===== src/rtl/pwm_spread_pkg.sv =====
package pwm_spread_pkg;

    localparam int DEF_CNT_W = 10;
    localparam int DEF_NUM_CH = 4;

    typedef enum logic {
        PWM_NORMAL = 1'b0,
        PWM_SPREAD = 1'b1
    } pwm_mode_e;

    // Whether a quadrant gains one extra high step, chosen by the two
    // low width bits; quadrant 0 always gains one.
    function automatic logic quad_extra(input logic [1:0] low_bits,
                                        input logic [1:0] quad);
        logic r;
        unique case (quad)
            2'd0: r = 1'b1;
            2'd1: r = low_bits[1];
            2'd2: r = (low_bits != 2'd0);
            default: r = (low_bits == 2'd3);
        endcase
        return r;
    endfunction

endpackage


===== src/rtl/pwm_timebase.sv =====
module pwm_timebase #(
    parameter int CNT_W = 10
) (
    input  logic             clk,
    input  logic             rst,
    input  logic             tick,
    output logic [CNT_W-1:0] cnt,
    output logic             wrap
);
    localparam logic [CNT_W-1:0] CNT_MAX = '1;

    assign wrap = tick && (cnt == CNT_MAX);

    always_ff @(posedge clk) begin
        if (rst) begin
            cnt <= '0;
        end else if (tick) begin
            cnt <= cnt + 1'b1;
        end
    end
endmodule


===== src/rtl/pwm_width_bank.sv =====
module pwm_width_bank
    import pwm_spread_pkg::*;
#(
    parameter int CNT_W  = 10,
    parameter int NUM_CH = 4,
    parameter int ADDR_W = 3
) (
    input  logic                         clk,
    input  logic                         rst,
    input  logic                         wr_en,
    input  logic [ADDR_W-1:0]            wr_addr,
    input  logic [CNT_W-1:0]             wr_data,
    input  logic                         wrap,
    output logic [NUM_CH-1:0][CNT_W-1:0] act_w,
    output pwm_mode_e                    act_mode
);
    localparam logic [ADDR_W-1:0] MODE_ADDR = ADDR_W'(NUM_CH);

    logic [NUM_CH-1:0][CNT_W-1:0] stg_w;
    pwm_mode_e                    stg_mode;

    for (genvar ch = 0; ch < NUM_CH; ch++) begin : g_ch
        localparam logic [ADDR_W-1:0] CH_ADDR = ADDR_W'(ch);

        always_ff @(posedge clk) begin
            if (rst) begin
                stg_w[ch] <= '0;
                act_w[ch] <= '0;
            end else begin
                if (wr_en && wr_addr == CH_ADDR) begin
                    stg_w[ch] <= wr_data;
                end
                if (wrap) begin
                    act_w[ch] <= stg_w[ch];
                end
            end
        end
    end

    always_ff @(posedge clk) begin
        if (rst) begin
            stg_mode <= PWM_NORMAL;
            act_mode <= PWM_NORMAL;
        end else begin
            if (wr_en && wr_addr == MODE_ADDR) begin
                stg_mode <= pwm_mode_e'(wr_data[0]);
            end
            if (wrap) begin
                act_mode <= stg_mode;
            end
        end
    end
endmodule


===== src/rtl/pwm_slice.sv =====
module pwm_slice
    import pwm_spread_pkg::*;
#(
    parameter int CNT_W = 10
) (
    input  logic [CNT_W-1:0] cnt,
    input  logic [CNT_W-1:0] width,
    input  pwm_mode_e        mode,
    output logic             out
);
    localparam int QW = CNT_W - 2;

    logic [1:0]    quad;
    logic [QW-1:0] offset;
    logic [QW:0]   quad_len;
    logic          normal_hi;
    logic          spread_hi;

    assign quad      = cnt[CNT_W-1 -: 2];
    assign offset    = cnt[QW-1:0];
    assign quad_len  = {1'b0, width[CNT_W-1:2]}
                     + {{QW{1'b0}}, quad_extra(width[1:0], quad)};
    assign normal_hi = (cnt <= width);
    assign spread_hi = ({1'b0, offset} < quad_len);
    assign out       = (mode == PWM_SPREAD) ? spread_hi : normal_hi;
endmodule


===== src/rtl/pwm_spread4.sv =====
module pwm_spread4
    import pwm_spread_pkg::*;
#(
    parameter int CNT_W  = DEF_CNT_W,
    parameter int NUM_CH = DEF_NUM_CH,
    parameter int ADDR_W = $clog2(NUM_CH + 1)
) (
    input  logic              clk,
    input  logic              rst,
    input  logic              tick,
    input  logic              wr_en,
    input  logic [ADDR_W-1:0] wr_addr,
    input  logic [CNT_W-1:0]  wr_data,
    output logic [NUM_CH-1:0] pwm_out
);
    logic [CNT_W-1:0]             cnt;
    logic                         wrap;
    logic [NUM_CH-1:0][CNT_W-1:0] act_w;
    pwm_mode_e                    act_mode;

    pwm_timebase #(.CNT_W(CNT_W)) u_tb (
        .clk  (clk),
        .rst  (rst),
        .tick (tick),
        .cnt  (cnt),
        .wrap (wrap)
    );

    pwm_width_bank #(.CNT_W(CNT_W), .NUM_CH(NUM_CH), .ADDR_W(ADDR_W)) u_bank (
        .clk      (clk),
        .rst      (rst),
        .wr_en    (wr_en),
        .wr_addr  (wr_addr),
        .wr_data  (wr_data),
        .wrap     (wrap),
        .act_w    (act_w),
        .act_mode (act_mode)
    );

    for (genvar ch = 0; ch < NUM_CH; ch++) begin : g_slice
        pwm_slice #(.CNT_W(CNT_W)) u_slice (
            .cnt   (cnt),
            .width (act_w[ch]),
            .mode  (act_mode),
            .out   (pwm_out[ch])
        );
    end
endmodule


===== config.mk =====
export PLATFORM = sky130hd
export DESIGN_NAME = pwm_spread4
export DESIGN_NICKNAME = d
export VERILOG_FILES = /design/src/rtl/pwm_spread_pkg.sv /design/src/rtl/pwm_timebase.sv /design/src/rtl/pwm_width_bank.sv /design/src/rtl/pwm_slice.sv /design/src/rtl/pwm_spread4.sv
export SDC_FILE = /design/constraint.sdc
export NUM_CORES = 1
export LEC_CHECK = 0
export ABC_CLOCK_PERIOD_IN_PS = 3500
export BUFFER_PORTS_ARGS = -buffer_cell sky130_fd_sc_hd__buf_2
export CAP_MARGIN = 20
export CORE_MARGIN = 2
export CORE_UTILIZATION = 48
export DETAILED_ROUTE_END_ITERATION = 10
export PLACE_DENSITY_LB_ADDON = 0.08
export SYNTH_ARGS = -nofsm -noshare
export SYNTH_HDL_FRONTEND = slang
export SYNTH_HIERARCHICAL = 1
export SYNTH_SLANG_ARGS = --single-unit

===== constraint.sdc =====
create_clock -name clk -period 3.5 [get_ports clk]
set_input_delay 0.525 -clock clk [delete_from_list [all_inputs] [get_ports clk]]
set_output_delay 0.525 -clock clk [all_outputs]
set_load 0.1 [all_outputs]

==> flow_summary.toml <==
[flow_run]
maxCapViolCount = 0

[power]
p_int_mw = 1.84
leakage_nw = 2.86
swShare = 0.241
p_clk_frac = 0.442
powerDensity_mw_per_mm2 = 350
switchingPower_mw = 0.583
total_power_mw = 2.42
peakVddDrop_uv = 379
seqPwrFrac = 0.443
p_comb_frac = 0.115

[route]
wl_met2_um = 6580
met3_wirelength_um = 354
drtIter0Drc = 210
antenna_left = 0
route.detailed.drc = 0
vias = 4530
first_pass_iters = 4
vias_per_cell = 5.50
top_layer = "met4"
wl_per_cell_um = 17.6
drt_wl_total_um = 14500
wirelength_met1_um = 7190

[timing]
period_needed_ps = 3530
layout_setup_ws_ps = -27.1
finalClockSkew_ps = 6.10
timing.hold.ws_ps = 472
final-max-slew-violation-count = 0
slew-limit-headroom = 0.394
report.final.hold_viol_count = 0
fmaxAchievable_mhz = 284
rsz0062_at_grt = "yes"
fin_crit_sh = 1.01
worstMarginPinSlew_ps = 905
setup_viol = 2

[setup_path]
endpoint_kind = "output pin"
critPathKind = "register to output pin"
worstPathMaxFanout = 7
arrival_ps = 3000
start_kind = "register"
cp.required_ps = 2970

[cts]
htree_num_levels = 3
clk_pin_slew_ps = 60
hold_buffers = 0
cts.sinks = 92
cts_root_buffer = "clkbuf_16"
ctsLongestPathBuffers = 2
clock_latency_ps = 340
cts_tree = "yes"
cts_buffers = 9

[floorplan]
dieArea_mm2 = 0.0132
core_mm2 = 0.0120
fp-row-count = 40
initial_core_util = 0.491
ios = 21
fp.dieH_um = 115
die_w_um = 115

[place]
pre_cts_slack_ps = 85.3
gp_congestion = 0.871
portBuffers = 20
dp_cells = 776
dp_hpwl_um = 10100

[global_route]
grt_max_degree = 46
grt_pass1_vias = 4316
antenna_found_initial = 0
overflow = 0
grt_usage = 0.231
grt_pass1_wl_um = 23200

[layout]
num_antenna_cells = 0
syn_to_final_growth_pct = 17.2
finish.net_count = 765
drive_gt1_frac = 0.197
stdcell_count = 823
final_core_util = 0.576

[synthesis]
synth_common_cells = "92 x dfxtp_1, 83 x mux2i_1, 77 x ha_1"
synth_top_area_cell = "dfxtp_1"
synth_edf_count = 0
synth_nets = 715
yosys_warnings = 6
syn-instance-count = 621
synth.area.top_cells = "dfxtp_1 31%, ha_1 16%, mux2i_1 14%"
netlist_area_mm2 = 0.00590
synth-seq-cells = 92
postSynthAreaPerCell_um2 = 9.51
ys_seq_area_frac = 0.312
yosysMostFrequentCell = "dfxtp_1"
synth_top_area_share = 0.312
synth_cell_type_count = 51
synthFlopType = "dfxtp_1"
ys_async_sr_fraction = 0

[outcome]
violations = "setup timing"
status = "finished, violations left"

[worst_hold_path]
hp-class = "register to register"
[placed cells by master, fill, tap and decap left out, types with 3 or more instances in the layout]
master     netlist  routed
dfxtp_1         92      83
nor3_2           1       3
nand2_1         19      18
a21oi_1         18      18
clkbuf_16        0       9
ha_2             0       6
a211oi_1         8       8
inv_2            1       4
buf_12           0       5
a21o_1           7       7
dfxtp_2          0       7
xor2_1           3       3
nor4_4           1       4
o31ai_1          4       4
o21ai_0         18      14
ha_1            77      71
nor2_1          51      51
nand4_2          3       3
inv_1           51      48
mux2i_1         83      83
buf_4            8      39
nand2b_1        54      54
or4_1            4       4
o211ai_1         5       5
nand4_1          9       9
a22o_1           4       4
xnor2_1         29      27
nand3_1         16      14
nor3_1           6       4
buf_2            7      16
o21ai_2          0       3
[stage by stage]
| step | TNS [ps] | cell area, um2 |
|---|---|---|
| after global routing | -574 | 6920 |
| final | -47.6 | 6920 |
| after global placement | 0 | 6210 |
| after CTS | -65.8 | 6840 |
| after floorplan | 0 | 5910 |
| after detailed placement | 0 | 6210 |
[final cells by class]
cell class              instances  area, um2
clock inverters                 5       83.8
well taps                     147        184
multi-input cells             455       3860
fillers                      1104       5090
repair buffers                 61        484
flip-flops and latches         92       1860
clock buffers                  11        253
inverters                      52        195
[cell families after synthesis]
logic type               Yosys count  synth area share
XOR/XNOR                          32            0.0475
multiplexers                      83             0.141
AO/OA/AOI/OAI                     82             0.102
adder cells (fa/ha/maj)           77             0.163
AND/OR/NAND/NOR                  181             0.178
buffers and inverters             74            0.0562
flip-flops                        92             0.312
[sequential cells by signal, indices dropped and copies added (netlist names)]
signal and cells:
u_bank/act_mode 1, u_bank/stg_w 40, u_bank/stg_mode 1, u_bank/act_w 40, u_tb/cnt 10
[power groups by stage]
stage	combinational, mW	sequential (mW)	clock [mW]
finish	0.278	1.07	1.07
global route	0.299	1.07	1.14
CTS	0.281	1.07	1.09
detailed placement	0.277	1.10	0
global placement	0.273	1.10	0
floorplan	0.189	1.09	0
[critical path, cell delays in order (launching register included)]
cell     delay [ps]
dfxtp_4         380
a22o_1          270
o21ai_4          70
ha_2            200
nand4_1         130
nor3_2          210
xnor2_1         160
ha_1            270
a21o_1          160
a21o_1          150
a41o_1          220
a32oi_4         240
buf_12          200
[what timing repair did]
item,in CTS,in global routing
setup endpoints to repair,4,4
pin swaps,19,11
buffers inserted,27,5
resized for setup,31,12
[per-layer routing]
metal,vias up,GRT usage
li1,2293,-
met1,2151,0.322
met2,64,0.367
met3,22,0.0295
met4,0,0.0859
met5,-,0
[path summary, 6_finish.rpt]
check	startpoint	endpoint	slack, ps	cells past startpoint
worst max register to register	u_tb/cnt[2]	u_bank/act_w[9]	1230	6
worst min-delay path	u_bank/stg_w[7]	u_bank/stg_w[7]	470	2
worst max-delay path	u_tb/cnt[9]	pwm_out[2]	-30	12
worst min register to register	u_bank/stg_w[7]	u_bank/stg_w[7]	470	2
Power figures use the tool's default switching activity.
